===== config.mk =====
export PLATFORM = sky130hd
export DESIGN_NAME = mdio_slave_paged
export DESIGN_NICKNAME = d
export VERILOG_FILES = /design/src/rtl/mdio_pkg.sv /design/src/rtl/mdio_frame_parser.sv /design/src/rtl/mdio_page_regs.sv /design/src/rtl/mdio_tx_driver.sv /design/src/rtl/mdio_slave_paged.sv
export SDC_FILE = /design/constraint.sdc
export NUM_CORES = 1
export LEC_CHECK = 0
export BUFFER_PORTS_ARGS = -buffer_cell sky130_fd_sc_hd__clkbuf_2
export CORE_UTILIZATION = 45
export DETAILED_ROUTE_END_ITERATION = 8
export GPL_TIMING_DRIVEN = 0
export PLACE_DENSITY = 0.61
export RECOVER_POWER = 100
export REMOVE_ABC_BUFFERS = 1
export SETUP_SLACK_MARGIN = 0.02
export SYNTH_ARGS = -nofsm -noshare
export SYNTH_HDL_FRONTEND = slang
export SYNTH_SLANG_ARGS = --single-unit
export TNS_END_PERCENT = 5

===== constraint.sdc =====
create_clock -name mdc_i -period 5.8 [get_ports mdc_i]
set_input_delay 0 -clock mdc_i [delete_from_list [all_inputs] [get_ports mdc_i]]
set_output_delay 0 -clock mdc_i [all_outputs]
set_load 0.005 [all_outputs]

===== src/rtl/mdio_pkg.sv =====
package mdio_pkg;
  localparam int DATA_W     = 16;
  localparam int ADDR_W     = 5;
  localparam int NUM_REGS   = 1 << ADDR_W;
  localparam int NUM_SHARED = NUM_REGS / 2;
  localparam int NUM_PAGED  = NUM_REGS - NUM_SHARED - 1;

  localparam logic [ADDR_W-1:0] PAGE_REG = ADDR_W'(NUM_REGS - 1);

  // bit positions within the 32-bit frame (start bits at 0 and 1)
  localparam logic [4:0] POS_FIRST_HDR = 5'd2;
  localparam logic [4:0] POS_DECODE    = 5'd13;
  localparam logic [4:0] POS_TA_HI     = 5'd14;
  localparam logic [4:0] POS_DATA_LO   = 5'd15;
  localparam logic [4:0] POS_DATA_HI   = 5'd30;
  localparam logic [4:0] POS_LAST      = 5'd31;

  localparam logic [1:0] OP_READ  = 2'b10;
  localparam logic [1:0] OP_WRITE = 2'b01;

  typedef enum logic [1:0] {ST_HUNT, ST_START, ST_BODY} mdio_st_e;
endpackage


===== src/rtl/mdio_frame_parser.sv =====
module mdio_frame_parser
  import mdio_pkg::*;
(
  input  logic              clk_i,
  input  logic              rst_ni,
  input  logic              mdio_i,
  input  logic [ADDR_W-1:0] phy_addr_i,
  output logic              rd_load_o,
  output logic [ADDR_W-1:0] rd_addr_o,
  output logic              wr_en_o,
  output logic [ADDR_W-1:0] wr_addr_o,
  output logic [DATA_W-1:0] wr_data_o,
  output logic              ta_drive_o,
  output logic              tx_shift_o,
  output mdio_st_e          st_o,
  output logic [4:0]        pos_o,
  output logic              rd_act_o,
  output logic              wr_act_o
);
  mdio_st_e          st_q;
  logic [4:0]        pos_q;
  logic [DATA_W-2:0] sh_q;
  logic              rd_q, wr_q;
  logic [ADDR_W-1:0] addr_q;

  logic [11:0] hdr;
  logic        decode, addr_hit, in_body;

  assign hdr      = {sh_q[10:0], mdio_i};
  assign in_body  = (st_q == ST_BODY);
  assign decode   = in_body && (pos_q == POS_DECODE);
  assign addr_hit = (hdr[9:5] == phy_addr_i);

  always_ff @(posedge clk_i or negedge rst_ni) begin
    if (!rst_ni) begin
      st_q   <= ST_HUNT;
      pos_q  <= '0;
      sh_q   <= '0;
      rd_q   <= 1'b0;
      wr_q   <= 1'b0;
      addr_q <= '0;
    end else begin
      unique case (st_q)
        ST_HUNT:  if (!mdio_i) st_q <= ST_START;
        ST_START: if (mdio_i) begin
          st_q  <= ST_BODY;
          pos_q <= POS_FIRST_HDR;
          rd_q  <= 1'b0;
          wr_q  <= 1'b0;
        end
        ST_BODY: begin
          pos_q <= pos_q + 5'd1;
          sh_q  <= {sh_q[DATA_W-3:0], mdio_i};
          if (decode) begin
            rd_q   <= addr_hit && (hdr[11:10] == OP_READ);
            wr_q   <= addr_hit && (hdr[11:10] == OP_WRITE);
            addr_q <= hdr[4:0];
          end
          if (pos_q == POS_LAST) begin
            st_q <= ST_HUNT;
            rd_q <= 1'b0;
            wr_q <= 1'b0;
          end
        end
        default: st_q <= ST_HUNT;
      endcase
    end
  end

  assign rd_load_o  = decode && addr_hit && (hdr[11:10] == OP_READ);
  assign rd_addr_o  = hdr[4:0];
  assign wr_en_o    = in_body && (pos_q == POS_LAST) && wr_q;
  assign wr_addr_o  = addr_q;
  assign wr_data_o  = {sh_q, mdio_i};
  assign ta_drive_o = in_body && (pos_q == POS_TA_HI) && rd_q;
  assign tx_shift_o = in_body && (pos_q >= POS_DATA_LO) && (pos_q <= POS_DATA_HI) && rd_q;
  assign st_o       = st_q;
  assign pos_o      = pos_q;
  assign rd_act_o   = rd_q;
  assign wr_act_o   = wr_q;
endmodule


===== src/rtl/mdio_page_regs.sv =====
module mdio_page_regs
  import mdio_pkg::*;
#(
  parameter int NUM_PAGES = 2
) (
  input  logic              clk_i,
  input  logic              rst_ni,
  input  logic [ADDR_W-1:0] rd_addr_i,
  output logic [DATA_W-1:0] rd_data_o,
  input  logic              wr_en_i,
  input  logic [ADDR_W-1:0] wr_addr_i,
  input  logic [DATA_W-1:0] wr_data_i
);
  localparam int PAGE_W = (NUM_PAGES > 1) ? $clog2(NUM_PAGES) : 1;
  localparam int IDX_W  = ADDR_W - 1;

  logic [DATA_W-1:0] shared_q [NUM_SHARED];
  logic [DATA_W-1:0] page_reg_q;
  logic [PAGE_W-1:0] page_idx;
  logic [NUM_PAGES-1:0][DATA_W-1:0] page_rd;
  logic [IDX_W-1:0]  rd_pidx;

  assign page_idx = (int'(page_reg_q[PAGE_W-1:0]) < NUM_PAGES) ? page_reg_q[PAGE_W-1:0] : '0;
  assign rd_pidx  = (rd_addr_i[IDX_W-1:0] == IDX_W'(NUM_PAGED)) ? '0 : rd_addr_i[IDX_W-1:0];

  always_ff @(posedge clk_i or negedge rst_ni) begin
    if (!rst_ni) begin
      for (int i = 0; i < NUM_SHARED; i++) shared_q[i] <= '0;
      page_reg_q <= '0;
    end else if (wr_en_i) begin
      if (wr_addr_i == PAGE_REG)   page_reg_q <= wr_data_i;
      else if (!wr_addr_i[IDX_W])  shared_q[wr_addr_i[IDX_W-1:0]] <= wr_data_i;
    end
  end

  for (genvar p = 0; p < NUM_PAGES; p++) begin : g_page
    logic [DATA_W-1:0] bank_q [NUM_PAGED];
    logic              sel;
    assign sel = wr_en_i && (page_idx == PAGE_W'(p)) && wr_addr_i[IDX_W]
                 && (wr_addr_i != PAGE_REG);
    always_ff @(posedge clk_i or negedge rst_ni) begin
      if (!rst_ni) begin
        for (int i = 0; i < NUM_PAGED; i++) bank_q[i] <= '0;
      end else if (sel) begin
        bank_q[wr_addr_i[IDX_W-1:0]] <= wr_data_i;
      end
    end
    assign page_rd[p] = bank_q[rd_pidx];
  end

  always_comb begin
    if (rd_addr_i == PAGE_REG)  rd_data_o = page_reg_q;
    else if (!rd_addr_i[IDX_W]) rd_data_o = shared_q[rd_addr_i[IDX_W-1:0]];
    else                        rd_data_o = page_rd[page_idx];
  end
endmodule


===== src/rtl/mdio_tx_driver.sv =====
module mdio_tx_driver
  import mdio_pkg::*;
(
  input  logic              clk_i,
  input  logic              rst_ni,
  input  logic              load_i,
  input  logic [DATA_W-1:0] data_i,
  input  logic              ta_drive_i,
  input  logic              shift_i,
  output logic              oe_o
);
  logic [DATA_W-1:0] tx_q;
  logic              oe_q;

  always_ff @(posedge clk_i or negedge rst_ni) begin
    if (!rst_ni) begin
      tx_q <= '0;
      oe_q <= 1'b0;
    end else begin
      if (load_i)       tx_q <= data_i;
      else if (shift_i) tx_q <= {tx_q[DATA_W-2:0], 1'b0};
      // open drain: a 0 bit pulls low, a 1 bit releases
      if (ta_drive_i)   oe_q <= 1'b1;
      else if (shift_i) oe_q <= ~tx_q[DATA_W-1];
      else              oe_q <= 1'b0;
    end
  end

  assign oe_o = oe_q;
endmodule


===== src/rtl/mdio_slave_paged.sv =====
module mdio_slave_paged
  import mdio_pkg::*;
#(
  parameter int NUM_PAGES = 2
) (
  input  logic              mdc_i,
  input  logic              rst_ni,
  input  logic              mdio_i,
  input  logic [ADDR_W-1:0] phy_addr_i,
  output logic              mdio_oe_o
);
  logic              rd_load, wr_en, ta_drive, tx_shift, rd_act, wr_act;
  logic [ADDR_W-1:0] rd_addr, wr_addr;
  logic [DATA_W-1:0] rd_data, wr_data;
  mdio_st_e          st;
  logic [4:0]        pos;

  mdio_frame_parser u_parser (
    .clk_i      (mdc_i),
    .rst_ni     (rst_ni),
    .mdio_i     (mdio_i),
    .phy_addr_i (phy_addr_i),
    .rd_load_o  (rd_load),
    .rd_addr_o  (rd_addr),
    .wr_en_o    (wr_en),
    .wr_addr_o  (wr_addr),
    .wr_data_o  (wr_data),
    .ta_drive_o (ta_drive),
    .tx_shift_o (tx_shift),
    .st_o       (st),
    .pos_o      (pos),
    .rd_act_o   (rd_act),
    .wr_act_o   (wr_act)
  );

  mdio_page_regs #(.NUM_PAGES(NUM_PAGES)) u_regs (
    .clk_i     (mdc_i),
    .rst_ni    (rst_ni),
    .rd_addr_i (rd_addr),
    .rd_data_o (rd_data),
    .wr_en_i   (wr_en),
    .wr_addr_i (wr_addr),
    .wr_data_i (wr_data)
  );

  mdio_tx_driver u_tx (
    .clk_i      (mdc_i),
    .rst_ni     (rst_ni),
    .load_i     (rd_load),
    .data_i     (rd_data),
    .ta_drive_i (ta_drive),
    .shift_i    (tx_shift),
    .oe_o       (mdio_oe_o)
  );
endmodule


==> flow_summary.ini, run 1 <==
[run_status]
status = finished with violations
violations = capacitance limit, slew limit

[cells_and_area]
post-route-util = 0.500
diodes = 0
nFillCells = 7213
multi_input_area_um2 = 16500
drive_above_1_share = 0.307
instances_no_fill = 4169
nNetsFinal = 2984
layout.area.seq_um2 = 20000
area_delta_synth_final_pct = 9.66
stdcell_area_um2 = 41900

[timing]
clock.fmax_mhz = 186
worst_slack_ns = 0.415
skew_ns = 0.0327
max_slew_margin = -0.985
worstMarginPinSlew_ns = 2.98
min_period_over_period = 0.928
hold_viol_final = 0
tns_ns = 0
setup_viol = 0
rsz0062_at_grt = false
worst_hold_slack_ns = 0.281
final_max_slew_viol_count = 542
fin_crit_ns = 5.38

[place]
hpwlAfterDp_um = 70100
gp_congestion = 0.908
port_buffers = 8
dp_cells = 4010
postPlaceCellArea_um2 = 39400
dp_slack_ns = 0.786

[floorplan]
core_area_um2 = 83800
initial_core_util = 0.456
die_w_um = 293
ios = 9
dieArea_um2 = 86100
die_y_um = 293
core.rowCount = 106

[detailed_routing]
firstDrtPassIters = 8
drt_iter0_drc = 2436
wl_um = 114000
route.detailed.drc = 0
routedWlPerCell_um = 27.4
num_vias = 26110
post_drt_via_cell_ratio = 6.26
detail-route-antenna-nets = 0

[synth]
syn_area_um2 = 38200
yosys.cell_types.count = 74
syn_avg_cell_area_um2 = 12.2
yosys_most_used_dff = dfrtp_1
yosys_warnings = 0
synth_cells = 3136
ys_async_sr_fraction = 1.00
ys_seq_area_frac = 0.522
synth_seq_cells = 798
synth-edff-count = 0

[cts]
cts_resized = 0
cts_sinks = 798
cts_max_path_buffers = 3
post-cts-setup-buffers = 0
clkTransAtPathRegs_ns = 0.06
ctsHtreeMaxLevel = 3
numCtsBuffers = 85
cts_tree = yes
cts_root_buffer = clkbuf_16
clock_latency_ns = 0.65

[global_route]
overflow = 0
grt_max_degree = 125
grt_usage = 0.267
grt_pass1_vias = 26756
grt_antenna_before_repair = 1
grt_pass1_wl_um = 173000

[power_and_ir_drop]
power_leakage_nw = 19.3
p_per_area_nw_per_um2 = 378
total_power_mw = 15.9
peakVddDrop_v = 0.000319

[flow_run]
cap_violations = 8

[setup_path]
startpoint_type = flip-flop
required_ns = 6.32
critPathMaxFanout = 31
crit_path_end = u_regs.g_page[0].bank_q[137]
cp.arrival_ns = 5.91
rrSetupSlack_ns = 0.42
setup.worst_path.start = u_parser.st_o[0]
reg2reg_from = u_parser.st_o[0]
crit_path_end_kind = flip-flop
path_class = flip-flop to flip-flop
timing.rr.end = u_regs.g_page[0].bank_q[137]
reg2regPathDepth = 8

[hold_path]
hold_path_class = input pin to flip-flop
[worst min path at each step]
stage / startpoint / cells past startpoint / slack, ns / end
2_1_floorplan: rst_ni / 0 / -0.30 / u_parser.pos_o[0]
3_3_place_gp: u_tx.oe_o / 1 / 0.40 / mdio_oe_o
3_5_place_dp: rst_ni / 2 / 0.14 / u_regs.shared_q[89]
4_1_cts: rst_ni / 3 / 0.03 / u_regs.shared_q[89]
5_1_grt: mdio_i / 3 / 0.34 / u_regs.shared_q[192]
6_report: mdio_i / 3 / 0.28 / u_regs.shared_q[176]
[layer usage]
layer | share of wire | up-vias | GRT usage
met3 | 0.069 | 224 | 0.0480
met2 | 0.47 | 978 | 0.420
met5 | 0 | - | 0
met1 | 0.43 | 13803 | 0.369
li1 | - | 11105 | -
met4 | 0.036 | 0 | 0.101
[flip-flops by register name, indices dropped and copies added, names as in the netlist]
register              cells
u_regs.g_page.bank_q    480
u_regs.page_reg_q        16
u_tx.oe_o                 1
u_parser.rd_act_o         1
u_regs.shared_q         256
u_tx.tx_q                16
u_parser.wr_addr_o        5
u_parser.sh_q            15
u_parser.st_o             2
u_parser.wr_act_o         1
u_parser.pos_o            5
[kinds of logic after synthesis]
family                   share of synthesized area
adder cells (fa/ha/maj)                    0.00295
AND/OR/NAND/NOR                             0.0675
XOR/XNOR                                   0.00115
AO/OA/AOI/OAI                                0.110
buffers and inverters                       0.0431
multiplexers                                 0.253
flip-flops                                   0.522
[what timing repair did]
item / CTS / global route
hold buffers: 4 / 0
endpoints found under the setup margin: 0 / 0
hold endpoints to repair: 203 / 0
[report_power, final]
| group | internal, mW | total, mW | switching, mW |
|---|---|---|---|
| Clock | 3.39 | 5.67 | 2.28 |
| Combinational | 1.19 | 3.92 | 2.72 |
| Sequential | 5.63 | 6.27 | 0.634 |
| Total | 10.2 | 15.9 | 5.63 |
[area by class of cell]
| cell class | count | share of cell area |
|---|---|---|
| flip-flops and latches | 798 | 0.477 |
| inverters | 22 | 0.00221 |
| well taps | 1134 | 0.0338 |
| multi-input cells | 1998 | 0.395 |
| repair buffers | 62 | 0.0232 |
| clock buffers | 129 | 0.0610 |
| clock inverters | 26 | 0.00842 |
[worst max-delay path: stages, from the launching register on]
cell and delay (ns):
dfrtp_1 0.39, inv_1 0.11, ha_1 1.07, nand4_1 0.32
a41oi_1 0.67, nand2_1 0.36, nor3_1 1.20, clkbuf_1 0.70
mux2_2 0.41
[layout by cell type (no fill, tap or decap), types with 20 or more instances in the layout]
cell type,count
dfrtp_1,784
mux2_2,654
nand2_1,263
o21ai_0,233
a21oi_1,96
clkbuf_16,88
mux2i_1,75
nor2_1,72
mux4_2,63
nor3_1,45
nand2b_1,43
o22ai_1,34
a22oi_1,34
a221oi_1,33
clkbuf_1,32
nor2b_1,25
a211oi_1,24
nand3_1,24
o221ai_1,23
clkbuf_8,21
and3_1,20
[cell usage after synthesis, types with 24 or more instances]
cell type  instances  share of area
nor2b_1           28         0.0046
mux4_2            63          0.037
a211oi_1          24         0.0047
o22ai_1           34         0.0056
nor3_1            33         0.0043
a22oi_1           34         0.0067
mux2_2           657           0.19
a221oi_1          33         0.0076
a21oi_1           97          0.013
clkbuf_1         147          0.014
mux2i_1           75          0.020
buf_2            110          0.014
buf_4             50         0.0098
nand3_1           24         0.0031
dfrtp_1          798           0.52
o21ai_0          232          0.030
nor2_1            73         0.0072
nand2_1          262          0.026
nand2b_1          43         0.0070
Note: power is estimated with default switching activity, not from simulation.
==> run 2: changes to the inputs <==
--- a/config.mk
+++ b/config.mk
@@ -6,10 +6,11 @@
 export NUM_CORES = 1
 export LEC_CHECK = 0
 export BUFFER_PORTS_ARGS = -buffer_cell sky130_fd_sc_hd__clkbuf_2
-export CORE_UTILIZATION = 45
+export CAP_MARGIN = 20
+export CORE_UTILIZATION = 30
 export DETAILED_ROUTE_END_ITERATION = 8
 export GPL_TIMING_DRIVEN = 0
-export PLACE_DENSITY = 0.61
+export PLACE_DENSITY = 0.45
 export RECOVER_POWER = 100
 export REMOVE_ABC_BUFFERS = 1
 export SETUP_SLACK_MARGIN = 0.02
==> run 2 against run 1 <==
The flow still finishes with violations (capacitance limit, slew limit). Non-clock buffer count rose by 45. Count of clock-buffer cells in the layout rose by 13. Worst hold slack worse by 0.092 ns. Critical path type unchanged.
==> flow_summary.ini, run 2 (synthesis gave the netlist of run 1 again) <==
[run_status]
status = finished with violations
violations = capacitance limit, slew limit

[setup_path]
path_class = flip-flop to flip-flop
reg2regPathDepth = 7
crit_family = buffers and inverters
crit_path_end_kind = flip-flop
critPathMostFrequentCell = buf_16
required_ns = 6.32
cp_cell_sequence = buf_16 -> clkinvlp_2 -> buf_16 -> o21ai_1 -> o32ai_1 -> a2111oi_2 -> a22oi_1
critical_path_depth = 7
cp.arrival_ns = 5.60
startpoint_type = flip-flop
cp_slowest_cell = clkinvlp_2
cpPeakStageDelay_ns = 1.47
crit_buf_inv = 3
critPathMaxFanout = 56

[power_and_ir_drop]
swShare = 0.362
clkPwrFrac = 0.366
power_frac_seq = 0.375
power_leakage_nw = 19.8
p_per_area_nw_per_um2 = 380
p_sw_mw = 5.97
p_int_mw = 10.5
pwr-share-comb = 0.259
peakVddDrop_v = 0.000248

[detailed_routing]
num_vias = 25310
wl_met3_um = 6030
wl_met2_um = 55700
post_drt_via_cell_ratio = 5.33
wl_um = 124000
highest-signal-layer = met5
met1_length_um = 58500
drt_iter0_drc = 1706
routedWlPerCell_um = 26.0
route.detailed.drc = 0
firstDrtPassIters = 6
detail-route-antenna-nets = 0

[cells_and_area]
reg_top3 = u_regs.g_page.bank_q x480, u_regs.shared_q x256
stdcell_area_um2 = 43500
top_register = u_regs.g_page.bank_q
drive_above_1_share = 0.315
nNetsFinal = 3037
nFillCells = 12418
final_cell_mix = dfrtp_1 (784), mux2_2 (656), nand2_1 (263), o21ai_0 (233), a21oi_1 (96)
largest_reg_flops = 480
layout_commonest_cell = dfrtp_1
instances_no_fill = 4748
area_delta_synth_final_pct = 13.6
post-route-util = 0.345

[hold_path]
min_path_cells = 2
hold_path_class = input pin to flip-flop

[place]
hpwlAfterDp_um = 78100
postPlaceCellArea_um2 = 40800
port_buffers = 8
gp_congestion = 0.794
dp_cells = 4559

[floorplan]
initial_core_util = 0.303
die_w_um = 359
dieArea_um2 = 129000
die_y_um = 359
ios = 9
core.rowCount = 130
core_area_um2 = 126000

[timing]
skew_ns = 0.0325
max_slew_margin = -1.45
fin_crit_ns = 5.08
rsz0062_at_grt = false
worst_hold_slack_ns = 0.189
worstMarginPinSlew_ns = 3.67
min_period_over_period = 0.875
hold_viol_final = 0
tns_ns = 0
final_max_slew_viol_count = 198
clock.fmax_mhz = 197
setup_viol = 0

[flow_run]
cap_violations = 4

[cts]
ctsHtreeMaxLevel = 3
cts_sinks = 798
cts_root_buffer = clkbuf_16
cts_max_path_buffers = 3
clkTransAtPathRegs_ns = 0.06
numCtsBuffers = 93
clock_latency_ns = 0.68
cts_tree = yes

[global_route]
grt_usage = 0.191
grt_max_degree = 109
grt_antenna_before_repair = 5
overflow = 0
grt_pass1_wl_um = 184000
grt_pass1_vias = 25624
-- run 2: cell count changes in the layout (fill, tap and decap cells not counted), moves of 3 or more --
cell,before,now
buf_8,5,10
nor3_4,1,5
inv_6,4,8
buf_16,19,32
clkbuf_8,21,29
buf_12,10,13
clkbuf_16,88,93
clkbuf_1,32,53
-- run 2: worst reg2reg max path, delay by kind of cell (launching register included) --
| kind | cells | cell delay, ns |
|---|---|---|
| AOI/OAI and AO/OA | 4 | 1.71 |
| buffers and inverters | 3 | 2.59 |
| DFF | 1 | 0.63 |
-- run 2: layout make-up --
class,instances,area [µm²],area share
Clock inverter,29,349,0.00803
Tap cell,1650,2060,0.0475
Timing Repair Buffer,107,1570,0.0361
Inverter,22,95.1,0.00219
Antenna cell,2,5.00,0.000115
Multi-Input combinational cell,1998,16600,0.382
Sequential cell,798,20000,0.460
Clock buffer,142,2790,0.0642
-- run 2: what timing repair did --
action,4_1_cts,5_1_grt
hold buffers,6,0
hold endpoints to repair,166,0
setup buffers,0,0
setup endpoints to repair,0,0
resized for setup,0,0
-- run 2: worst paths after layout --
path	from	endpoint	slack (ns)
max in group asynchronous	rst_ni	u_regs.g_page[0].bank_q[73]	1.63
hold / removal	mdio_i	u_regs.g_page[0].bank_q[96]	0.19
min in group asynchronous	rst_ni	u_regs.shared_q[105]	1.49
setup reg to reg	u_parser.sh_q[2]	u_tx.tx_q[2]	0.72
setup / recovery	u_parser.sh_q[2]	u_tx.tx_q[2]	0.72
hold reg to reg	u_regs.g_page[1].bank_q[50]	u_regs.g_page[1].bank_q[50]	0.47
-- run 2: per-stage QoR --
stage	total power, mW	setup WS, ns
after floorplan	8.08	-3.44
after global placement	9.88	-16.31
after detailed placement	10.6	1.10
after CTS	16.7	1.09
after global routing	17.2	0.500
final	16.5	0.724
-- run 2: power by group through the flow --
stage          clock network [mW]  registers, mW  logic, mW
3_5_place_dp                    0           6.30       4.28
4_1_cts                      6.21           6.19       4.30
2_1_floorplan                   0           6.42       1.66
5_1_grt                      6.42           6.22       4.52
6_report                     6.05           6.19       4.28
3_3_place_gp                    0           7.25       2.63
-- run 2: layer usage --
layer	vias to the layer above	track usage
li1	11244	-
met1	13396	0.273
met2	497	0.295
met3	169	0.0368
met4	4	0.0532
met5	-	0
